===== config.mk =====
export PLATFORM = sky130hd
export DESIGN_NAME = pc_stack_unit
export DESIGN_NICKNAME = d
export VERILOG_FILES = /design/src/rtl/pcs_pkg.sv /design/src/rtl/pcs_next_sel.sv /design/src/rtl/pcs_ret_stack.sv /design/src/rtl/pcs_addr_wrap.sv /design/src/rtl/pc_stack_unit.sv
export SDC_FILE = /design/constraint.sdc
export NUM_CORES = 1
export LEC_CHECK = 0
export BUFFER_PORTS_ARGS = -buffer_cell sky130_fd_sc_hd__buf_2
export CAP_MARGIN = 15
export CORE_MARGIN = 2
export CORE_UTILIZATION = 35
export CTS_CLUSTER_DIAMETER = 60
export DETAILED_ROUTE_END_ITERATION = 6
export SLEW_MARGIN = 20
export SYNTH_ARGS = -nofsm -noshare
export SYNTH_HDL_FRONTEND = slang
export SYNTH_SLANG_ARGS = --single-unit

===== constraint.sdc =====
create_clock -name clk -period 2.3 [get_ports clk]
set_input_delay 0.115 -clock clk [delete_from_list [all_inputs] [get_ports clk]]
set_output_delay 0.115 -clock clk [all_outputs]
set_load 0.005 [all_outputs]

===== src/rtl/pcs_pkg.sv =====
package pcs_pkg;
  typedef enum logic [2:0] {
    SRC_HOLD,
    SRC_INC,
    SRC_LOW,
    SRC_JMP,
    SRC_VEC,
    SRC_POP
  } pc_src_e;
endpackage


===== src/rtl/pcs_next_sel.sv =====
module pcs_next_sel
  import pcs_pkg::*;
(
  input  logic    step_en,
  input  logic    lo_wr,
  input  logic    jmp_go,
  input  logic    jmp_call,
  input  logic    ret_req,
  input  logic    irq_req,
  output pc_src_e src,
  output logic    push,
  output logic    pop
);
  // Fixed priority: vector, return, jump/call, low write, step.
  always_comb begin
    src  = SRC_HOLD;
    push = 1'b0;
    pop  = 1'b0;
    if (irq_req) begin
      src  = SRC_VEC;
      push = 1'b1;
    end else if (ret_req) begin
      src = SRC_POP;
      pop = 1'b1;
    end else if (jmp_go) begin
      src  = SRC_JMP;
      push = jmp_call;
    end else if (lo_wr) begin
      src = SRC_LOW;
    end else if (step_en) begin
      src = SRC_INC;
    end
  end
endmodule


===== src/rtl/pcs_ret_stack.sv =====
module pcs_ret_stack #(
  parameter int DEPTH = 8,
  parameter int W     = 13
) (
  input  logic         clk,
  input  logic         rst_n,
  input  logic         push,
  input  logic         pop,
  input  logic [W-1:0] push_val,
  output logic [W-1:0] top_val
);
  localparam int SP_W = (DEPTH > 1) ? $clog2(DEPTH) : 1;
  localparam logic [SP_W-1:0] LAST = SP_W'(DEPTH - 1);

  logic [W-1:0]    mem [DEPTH];
  logic [SP_W-1:0] sp;
  logic [SP_W-1:0] sp_inc;
  logic [SP_W-1:0] sp_dec;

  // Circular pointer arithmetic, valid for any depth.
  assign sp_inc  = (sp == LAST) ? '0 : sp + SP_W'(1);
  assign sp_dec  = (sp == '0) ? LAST : sp - SP_W'(1);
  assign top_val = mem[sp_dec];

  always_ff @(posedge clk or negedge rst_n) begin
    if (!rst_n) begin
      sp <= '0;
      for (int i = 0; i < DEPTH; i++) mem[i] <= '0;
    end else if (push) begin
      mem[sp] <= push_val;
      sp      <= sp_inc;
    end else if (pop) begin
      sp <= sp_dec;
    end
  end
endmodule


===== src/rtl/pcs_addr_wrap.sv =====
module pcs_addr_wrap #(
  parameter int PC_W      = 13,
  parameter int MEM_WORDS = 512
) (
  input  logic [PC_W-1:0] pc,
  output logic [PC_W-1:0] addr
);
  generate
    if (MEM_WORDS >= (1 << PC_W)) begin : g_full
      assign addr = pc;
    end else begin : g_mask
      localparam logic [PC_W-1:0] MASK = PC_W'(MEM_WORDS - 1);
      assign addr = pc & MASK;
    end
  endgenerate
endmodule


===== src/rtl/pc_stack_unit.sv =====
module pc_stack_unit
  import pcs_pkg::*;
#(
  parameter int PC_W      = 13,
  parameter int LIT_W     = 11,
  parameter int DEPTH     = 8,
  parameter int MEM_WORDS = 512,
  parameter int VEC_ADDR  = 4
) (
  input  logic                clk,
  input  logic                rst_n,
  input  logic                step_en,
  input  logic                lo_wr,
  input  logic [7:0]          lo_data,
  input  logic                jmp_go,
  input  logic                jmp_call,
  input  logic [LIT_W-1:0]    jmp_lit,
  input  logic                ret_req,
  input  logic                irq_req,
  input  logic                latch_wr,
  input  logic [PC_W-9:0]     latch_d,
  output logic [PC_W-1:0]     fetch_addr,
  output logic [PC_W-9:0]     latch_q
);
  localparam int LAT_W = PC_W - 8;
  localparam int JHI_W = PC_W - LIT_W;

  pc_src_e         src;
  logic            push, pop;
  logic [PC_W-1:0] pc, pc_nxt, pc_inc, push_val, stk_top;

  pcs_next_sel u_sel (
    .step_en (step_en),
    .lo_wr   (lo_wr),
    .jmp_go  (jmp_go),
    .jmp_call(jmp_call),
    .ret_req (ret_req),
    .irq_req (irq_req),
    .src     (src),
    .push    (push),
    .pop     (pop)
  );

  assign pc_inc   = pc + PC_W'(1);
  // Interrupts save the interrupted address; calls save the next one.
  assign push_val = (src == SRC_VEC) ? pc : pc_inc;

  pcs_ret_stack #(.DEPTH(DEPTH), .W(PC_W)) u_stack (
    .clk     (clk),
    .rst_n   (rst_n),
    .push    (push),
    .pop     (pop),
    .push_val(push_val),
    .top_val (stk_top)
  );

  always_comb begin
    unique case (src)
      SRC_INC: pc_nxt = pc_inc;
      SRC_LOW: pc_nxt = {latch_q, lo_data};
      SRC_JMP: pc_nxt = {latch_q[LAT_W-1 -: JHI_W], jmp_lit};
      SRC_VEC: pc_nxt = PC_W'(VEC_ADDR);
      SRC_POP: pc_nxt = stk_top;
      default: pc_nxt = pc;
    endcase
  end

  always_ff @(posedge clk or negedge rst_n) begin
    if (!rst_n) begin
      pc      <= '0;
      latch_q <= '0;
    end else begin
      pc <= pc_nxt;
      if (latch_wr) latch_q <= latch_d;
    end
  end

  pcs_addr_wrap #(.PC_W(PC_W), .MEM_WORDS(MEM_WORDS)) u_wrap (
    .pc  (pc),
    .addr(fetch_addr)
  );
endmodule


==> metrics.cfg, run 1 <==
[outcome]
run_status=finished clean

[sta]
fin_worst_skew_ns=0.00703
fmax_mhz=469
setup_viol=0
maxSlewHeadroom_pct=52.9
rsz0062_at_grt=no
fin_crit_sh_pct=92.6
drv_slew=0
finalSetupTns_ns=0
hold_viol_final=0
min_period_ns=2.13
worst_pin_slew_ns=0.687

[grt]
grt_max_degree=39
gr-usage-all-layers_pct=17.8
grt_antenna_before_repair=0
grt_pass1_vias=3762
grt_pass1_wl_mm=19.8
overflow=0

[clock_network]
insertion_delay_ns=0.34
cts_setup_buffers=0
cts_buffer_depth=2
cts-root-buf=clkbuf_16
cts.clk_slew.worst_paths_ns=0.06
cts_buffers=9
htree_levels=3
cts_tree=done
cts_sinks=89

[setup_path]
critical_path_class=register to register
reg2reg_from=u_stack.sp[0]
arrival_ns=2.35
r2r_cells=10
worstSetupStartpointType=register
regToRegSetupSlack_ns=0.17
cp-end-kind=register
cp-startpoint=u_stack.sp[0]
r2r_end=pc[4]
cp_max_fo=20
cp.required_ns=2.52

[job]
cap_violations=0

[logic_synthesis]
yosys.area.top_type=dfrtp_1
netlist.area_leader.share_pct=47.9
synth_area_leaders=dfrtp_1 48%, o21ai_0 6.9%, nand2_1 4.8%, a21oi_1 4.3%, mux2i_1 3.4%
yosysMostFrequentCell=dfrtp_1
avgSynthCellArea_um2=9.76
netlist_area_um2=4650
yosys_warnings=0
synth_commonest_cells=89 x dfrtp_1, 64 x o21ai_0, 59 x nand2_1
synth_cells=477
ys_seq_area_share_pct=47.9
yosys_most_used_dff=dfrtp_1
synth_seq_cells=89
ys_async_sr_fraction_pct=100
ys_types=57
synth_edf_count=0

[worst_hold_path]
hp-start=latch_d[4]
min_path_type=input port to register
min_to=latch_q[4]
min_path_cells=2

[power]
p_leak_nw=2.42
power.total_mw=7.98
p_per_area_nw_per_um2=1440
ir_worst_vdd_v=0.000513

[layout]
fin_nets=586
insertedDiodeCount=0
multi_input_area_um2=2210
area_delta_synth_final_pct=18.8
register_area_um2=2230
nFillCells=1267
drive_above_1_share_pct=21.9

[place]
place_hpwl_mm=8.60
gp_congestion=0.824
port_buffers=44

[route]
wl_per_cell_um=16.6
first_pass_iters=5
wirelength_mm=12.1
ant_nets=0
vias=3831
drt-initial-drc-count=347
drcViolationCount=0
vias_per_cell=5.26

[die]
initial_core_util_pct=35.4
rows=42
die_x_um=119
die_area_um2=14200
core_um2=13100
io-pin-count=51
die_h_um=119

==> flip-flops by register name (all words and copies together), names as in the netlist <==
| name | flops |
|---|---|
| u_stack.mem | 72 |
| pc | 9 |
| latch_q | 5 |
| u_stack.sp | 3 |
==> per-layer routing <==
metal / vias up / global-route usage, % / wire (um)
met5: - / 0 / 0
met4: 0 / 6.25 / 279
met3: 22 / 3.69 / 732
met2: 119 / 27.3 / 5260
met1: 1839 / 25.1 / 5780
li1: 1851 / - / -
==> layout by cell type (no fill, tap or decap), types with 3 or more instances in the layout <==
cell,count
a21oi_1,40
a221o_1,3
a22oi_1,4
and3_1,3
buf_2,43
buf_4,41
clkbuf_1,3
clkbuf_16,9
conb_1,4
dfrtp_1,88
ha_1,5
inv_1,11
mux2_2,7
mux2i_1,16
mux4_2,3
nand2_1,59
nand2b_1,6
nand3_1,6
nand3b_1,4
nand4_1,3
nor2_1,33
nor2b_1,13
nor3_1,5
nor4_4,4
o211ai_1,4
o21ai_0,64
o21ai_1,3
o221ai_1,7
o22a_1,8
o22ai_1,6
xnor2_1,8
==> report_power, final <==
part / total (mW) / internal (mW) / switching (mW)
registers: 2.70 / 2.24 / 0.454
logic: 3.86 / 1.69 / 2.17
clock network: 1.43 / 0.837 / 0.589
==> through the flow <==
stage	area [um^2]	std cells	util (%)	hold WS, ns	setup slack, ns
floorplan	4660	480	-	-0.181	0.192
global placement	5220	711	39.7	0.111	0.210
detailed placement	5220	711	39.7	0.121	0.154
CTS	5520	728	42.0	0.000417	0.130
global route	5530	728	42.1	0.00318	0.0277
finish	5530	728	42.1	0.00510	0.170
==> kinds of logic (layout without fill, tap and decap cells) <==
family                   Yosys count  count (layout)  synth area share, %
AO/OA/AOI/OAI                    160             160                 21.4
XOR/XNOR                           9               9                 1.69
adder cells (fa/ha/maj)            5               5                 1.34
buffers and inverters             42             114                 5.11
flip-flops                        89              89                 47.9
multiplexers                      26              26                 6.59
other                              1               4               0.0806
AND/OR/NAND/NOR                  145             145                 15.9
==> worst max-delay path, stage by stage (launching register included) <==
cell,delay (ns)
dfrtp_2,0.35
inv_1,0.05
ha_1,0.19
ha_1,0.20
buf_4,0.22
nor2b_2,0.16
buf_4,0.17
a21oi_1,0.07
o211ai_1,0.08
o21ai_0,0.17
a221o_1,0.33
==> what timing repair did <==
action / 4_1_cts / 5_1_grt
hold endpoints to repair: 36 / 0
hold buffers: 2 / 0
gates resized for setup: 0 / 2
endpoints found under the setup margin: 0 / 3
==> layout make-up <==
| cell class | instances | share of cell area (%) |
|---|---|---|
| Clock buffer | 12 | 4.28 |
| Clock inverter | 3 | 0.792 |
| Inverter | 13 | 0.883 |
| Multi-Input combinational cell | 349 | 39.9 |
| Sequential cell | 89 | 40.3 |
| Tap cell | 176 | 3.98 |
| Timing Repair Buffer | 86 | 9.82 |
==> worst max path at each step <==
| stage | end | slack, ns | cells after the start |
|---|---|---|---|
| 4_1_cts | pc[4] | 0.13 | 10 |
| 5_1_grt | pc[4] | 0.03 | 10 |
| 6_report | pc[4] | 0.17 | 10 |
| 3_5_place_dp | pc[4] | 0.15 | 10 |
| 3_3_place_gp | pc[4] | 0.21 | 10 |
| 2_1_floorplan | pc[8] | 0.19 | 10 |
Note: power is estimated with default switching activity, not from simulation.
==> run 2, diff against run 1 <==
==> constraint.sdc (replaced) <==
create_clock -name clk -period 2.3 [get_ports clk]
set_input_delay 0.23 -clock clk [delete_from_list [all_inputs] [get_ports clk]]
set_output_delay 0.23 -clock clk [all_outputs]
set_load 0.005 [all_outputs]
==> metrics.cfg, run 2 (same netlist as run 1, synthesis figures left out) <==
[layout]
insertedDiodeCount=0  ; unchanged
final_cell_mix=88 x dfrtp_1, 64 x o21ai_0, 59 x nand2_1
top_register=u_stack.mem
register_area_um2=2230  ; unchanged
reg.largest.list=u_stack.mem: 72 flops, pc: 9 flops, latch_q: 5 flops
largest_reg_flops=72  ; unchanged
final_common_cell=dfrtp_1
multi_input_area_um2=2210  ; about the same
nFillCells=1287  ; +1.6%
fin_nets=587  ; +0.17%
area_delta_synth_final_pct=19.6
drive_above_1_share_pct=22.2  ; +0.32 points

[route]
wirelength_mm=12.1  ; +0.69%
first_pass_iters=5  ; unchanged
ant_nets=0  ; unchanged
vias_per_cell=5.31  ; +0.85%
wl_per_cell_um=16.6  ; +0.55%
drcViolationCount=0  ; unchanged
drt-initial-drc-count=330  ; -4.9%
vias=3869  ; +0.99%

[worst_hold_path]
min_path_type=input port to register

[clock_network]
cts_setup_buffers=0  ; unchanged
htree_levels=3  ; unchanged
insertion_delay_ns=0.34  ; about the same
cts_sinks=89  ; unchanged
cts-root-buf=clkbuf_16
cts.clk_slew.worst_paths_ns=0.06  ; about the same
cts_buffers=9  ; unchanged
cts_buffer_depth=2  ; unchanged
cts_tree=done

[sta]
setup_viol=0  ; unchanged
hold_viol_final=0  ; unchanged
worst_pin_slew_ns=0.698  ; +0.0115 ns
fin_worst_skew_ns=0.00658  ; -0.000446 ns
drv_slew=0  ; unchanged
min_period_ns=2.16  ; +0.0305 ns
fin_crit_sh_pct=94.0  ; +1.3 points
finalSetupTns_ns=0  ; unchanged
rsz0062_at_grt=no
maxSlewHeadroom_pct=52.1  ; -0.79 points
fmax_mhz=463  ; -1.4%

[die]
initial_core_util_pct=35.4  ; unchanged
die_h_um=119  ; unchanged
die_x_um=119  ; unchanged
core_um2=13100  ; unchanged
io-pin-count=51  ; unchanged
rows=42  ; unchanged
die_area_um2=14200  ; unchanged

[power]
p_switching_mw=3.24  ; +0.81%
power.total_mw=8.17  ; +2.3%
pwr-share-clk_pct=19.0  ; +1.1 points
p_leak_nw=2.44  ; +0.87%
pwr-share-comb_pct=47.9  ; -0.4 points
p_per_area_nw_per_um2=1470  ; +1.7%
seq_power_share_pct=33.1  ; -0.7 points
switching_share_pct=39.7  ; -0.60 points
internal_power_mw=4.93  ; +3.4%
ir_worst_vdd_v=0.000521  ; +1.6%

[setup_path]
arrival_ns=2.39  ; +0.04 ns
path_buf_inv=3  ; unchanged
cp_max_fo=20  ; unchanged
crit_chain=inv_1 -> ha_1 -> ha_1 -> buf_4 -> nor2b_1 -> buf_4 -> a21oi_1 -> o211ai_1 -> o21ai_0 -> a221o_1
slowest_stage=dfrtp_2
worstSetupStartpointType=register
cp-end-kind=register
cp_top_family=compound AO/OA/AOI/OAI gates
critPathMaxStageDelay_ns=0.35  ; about the same
cp.required_ns=2.53  ; about the same
critical_path_class=register to register

[grt]
grt_pass1_vias=3723  ; -1.0%
top_usage_layer=met2
gr-usage-all-layers_pct=17.8  ; about the same
grt_util_met2_pct=27.9  ; +0.68 points
grt_pass1_wl_mm=19.8  ; -0.21%
use_met1_pct=25.2  ; +0.14 points
grt_max_degree=44  ; +13%
grt_antenna_before_repair=0  ; unchanged
met3_usage_pct=3.40  ; -0.29 points
overflow=0  ; unchanged

[place]
port_buffers=44  ; unchanged
gp_congestion=0.824  ; about the same
place_hpwl_mm=8.65  ; +0.57%

[outcome]
run_status=finished clean

[job]
cap_violations=0  ; unchanged

## run 2: worst paths after layout
check                           startpoint         endpoint  slack, ns  cells past startpoint
max                          u_stack.sp[0]            pc[3]       0.14                     10
min                             latch_d[4]       latch_q[4]       0.12                      2
max reg2reg                  u_stack.sp[0]            pc[3]       0.14                     10
min reg2reg                u_stack.mem[31]  u_stack.mem[31]       0.48                      2
max in group asynchronous            rst_n  u_stack.mem[83]       1.20                      3
min in group asynchronous            rst_n       latch_q[4]       0.42                      2
## run 2: final cells by class
type,count,share of cell area [%]
Inverter,13,0.877
Timing Repair Buffer,87,9.85
Clock inverter,3,1.17
Clock buffer,12,4.43
Sequential cell,89,40.0
Multi-Input combinational cell,349,39.7
Tap cell,176,3.96
## run 2: metal layers
| layer | routed length [um] | vias to the layer above |
|---|---|---|
| met5 | 0 | - |
| li1 | - | 1849 |
| met4 | 200 | 0 |
| met2 | 5490 | 126 |
| met1 | 5740 | 1880 |
| met3 | 703 | 14 |
## run 2: power groups by stage
stage | combinational [mW] | sequential, mW | clock [mW]
2_1_floorplan | 2.57 | 2.64 | 0
3_3_place_gp | 3.80 | 2.68 | 0
3_5_place_dp | 3.89 | 2.72 | 0
4_1_cts | 3.91 | 2.69 | 1.59
5_1_grt | 4.32 | 2.80 | 1.65
6_report | 3.91 | 2.71 | 1.55
## run 2: metrics by stage
stage / area [um^2] / setup WS [ns] / utilization, % / hold slack, ns / std cells
floorplan: 4660 / 0.192 / - / -0.0656 / 480
global placement: 5240 / 0.188 / 39.8 / 0.244 / 713
detailed placement: 5240 / 0.167 / 39.8 / 0.254 / 713
CTS: 5560 / 0.153 / 42.3 / 0.117 / 729
global route: 5560 / 0.0380 / 42.4 / 0.115 / 729
finish: 5560 / 0.139 / 42.4 / 0.122 / 729
## run 2: repair_timing
| action | CTS | global route |
|---|---|---|
| hold buffers | 1 | 0 |
| resized for setup | 0 | 1 |
| setup endpoints to repair | 0 | 4 |
| hold endpoints to repair | 40 | 0 |
==> run 3, diff against run 2 <==
Clock period 2.3 ns to 1.8 ns, I/O delays scaled along.
==> metrics.cfg, run 3 (same netlist as run 1, synthesis figures left out) <==
[outcome]
run_status=finished, violations left
violations=setup timing

[sta]
finalSetupTns_ns=-0.123  ; -0.123 ns
fin_worst_skew_ns=0.00859  ; +0.00200 ns
fmax_mhz=543  ; +17%
maxSlewHeadroom_pct=53.2  ; +1.1 points
setup_viol=4  ; +4
holdWs_ns=0.0701  ; -0.0520 ns
drv_slew=0  ; unchanged
rsz0062_at_grt=yes
min_period_ns=1.84  ; -0.319 ns
fin_crit_sh_pct=102  ; +8.4 points
setup_ws_ns=-0.0422  ; -0.181 ns
worst_pin_slew_ns=0.696  ; -0.00212 ns
hold_viol_final=0  ; unchanged

[setup_path]
cp_max_fo=4  ; -80%
critPathMaxStageDelay_ns=0.40  ; +0.05 ns
cp.required_ns=2.03  ; -0.50 ns
path_buf_inv=1  ; -2
regToRegSetupSlack_ns=-0.04  ; -0.18 ns
crit_chain=inv_4 -> ha_4 -> ha_4 -> mux4_2 -> o21a_1 -> o21ai_2 -> a32oi_1 -> a21o_1
crit_top_cell=ha_4
critical_path_class=register to register
arrival_ns=2.07  ; -0.32 ns
worstSetupStartpointType=register
slowest_stage=dfrtp_2
cp_top_family=compound AO/OA/AOI/OAI gates
cp-end-kind=register

[layout]
reg.largest.list=u_stack.mem: 72 flops, pc: 9 flops, latch_q: 5 flops
final_common_cell=dfrtp_1
nFillCells=1249  ; -3.0%
multi_input_area_um2=2360  ; +7.0%
final_util_pct=44.9  ; +2.6 points
drive_above_1_share_pct=28.1  ; +5.9 points
top_register=u_stack.mem
insertedDiodeCount=0  ; unchanged
fin_nets=600  ; +2.2%
area_delta_synth_final_pct=26.8
postLayoutCellArea_um2=5900  ; +6.0%
final_cell_mix=87 x dfrtp_1, 59 x nand2_1, 56 x o21ai_0
register_area_um2=2230  ; about the same
stdcell_count=741  ; +1.6%
largest_reg_flops=72  ; unchanged

[clock_network]
cts_buffers=9  ; unchanged
cts-root-buf=clkbuf_16
cts_tree=done
cts_buffer_depth=2  ; unchanged
htree_levels=3  ; unchanged
cts_sinks=89  ; unchanged
insertion_delay_ns=0.34  ; about the same
cts.clk_slew.worst_paths_ns=0.06  ; about the same

[grt]
grt_pass1_wl_mm=19.7  ; -0.49%
grt_max_degree=42  ; -4.5%
grt_pass1_vias=3740  ; +0.46%
gr-usage-all-layers_pct=18.0  ; +0.15 points
grt_antenna_before_repair=0  ; unchanged
overflow=0  ; unchanged

[job]
cap_violations=0  ; unchanged

[place]
gp_congestion=0.860  ; +4.4%
placed_cells=723  ; +1.4%
placed_area_um2=5430  ; +3.7%
place_hpwl_mm=8.82  ; +2.0%
place_ws_ns=-0.153  ; -0.321 ns
port_buffers=44  ; unchanged

[route]
vias=3874  ; +0.13%
drt-initial-drc-count=328  ; -0.61%
drcViolationCount=0  ; unchanged
wirelength_mm=12.1  ; -0.48%
vias_per_cell=5.23  ; -1.5%
ant_nets=0  ; unchanged
wl_per_cell_um=16.3  ; -2.1%
first_pass_iters=4  ; -1

[die]
die_area_um2=14200  ; unchanged
rows=42  ; unchanged
die_x_um=119  ; unchanged
io-pin-count=51  ; unchanged
die_h_um=119  ; unchanged
core_um2=13100  ; unchanged
initial_core_util_pct=35.4  ; unchanged

[power]
p_per_area_nw_per_um2=1930  ; +31%
p_leak_nw=2.56  ; +5.1%
ir_worst_vdd_v=0.000885  ; +70%
power.total_mw=11.4  ; +39%

[worst_hold_path]
min_path_type=input port to register

-- run 3: changes by cell type in the layout (fill, tap and decap cells not counted), sizes merged --
cell,previous run,this run
clkinvlp,0,1
nand2b,6,7
clkinv,1,0
buf,86,98
clkbuf,12,11
-- run 3: cell type report --
cell class	instances	area share, %
Multi-Input combinational cell	350	40.0
Sequential cell	89	37.8
Timing Repair Buffer	99	12.4
Clock buffer	11	3.94
Tap cell	176	3.73
Clock inverter	3	1.15
Inverter	13	0.912
-- run 3: final timing paths --
path                                       from              end  cells after the start
min in group asynchronous                 rst_n  u_stack.mem[43]                      2
worst max-delay path              u_stack.sp[0]            pc[5]                      8
worst max register to register    u_stack.sp[0]            pc[5]                      8
max in group asynchronous                 rst_n    u_stack.sp[1]                      3
worst min-delay path                 latch_d[3]       latch_q[3]                      2
worst min register to register  u_stack.mem[29]  u_stack.mem[29]                      2
-- run 3: report_power, final --
part / switching, mW / leakage, nW / internal (mW) / total, mW
Clock: 0.723 / 0.142 / 1.20 / 1.92
Combinational: 3.13 / 1.33 / 2.87 / 6.00
Sequential: 0.588 / 1.09 / 2.87 / 3.46
Total: 4.44 / 2.56 / 6.94 / 11.4
-- run 3: worst reg2reg max path, stage by stage, from the launching register on --
cell and delay, ns:
dfrtp_2 0.40, inv_4 0.05, ha_4 0.15, ha_4 0.30
mux4_2 0.34, o21a_1 0.21, o21ai_2 0.06, a32oi_1 0.06
a21o_1 0.16
-- run 3: repair_timing --
| item | in CTS | in global routing |
|---|---|---|
| setup endpoints to repair | 20 | 24 |
| hold endpoints to repair | 69 | 0 |
| pin swaps | 3 | 9 |
| buffers inserted | 0 | 2 |
| hold buffers | 1 | 0 |
| cloned | 1 | 0 |
| gates resized for setup | 14 | 19 |
-- run 3: routing by layer --
metal | vias up | track usage (%) | wire [um]
met5 | - | 0 | 0
met4 | 0 | 7.21 | 204
met3 | 13 | 3.26 | 693
met2 | 103 | 28.8 | 5800
met1 | 1872 | 24.1 | 5380
li1 | 1886 | - | -
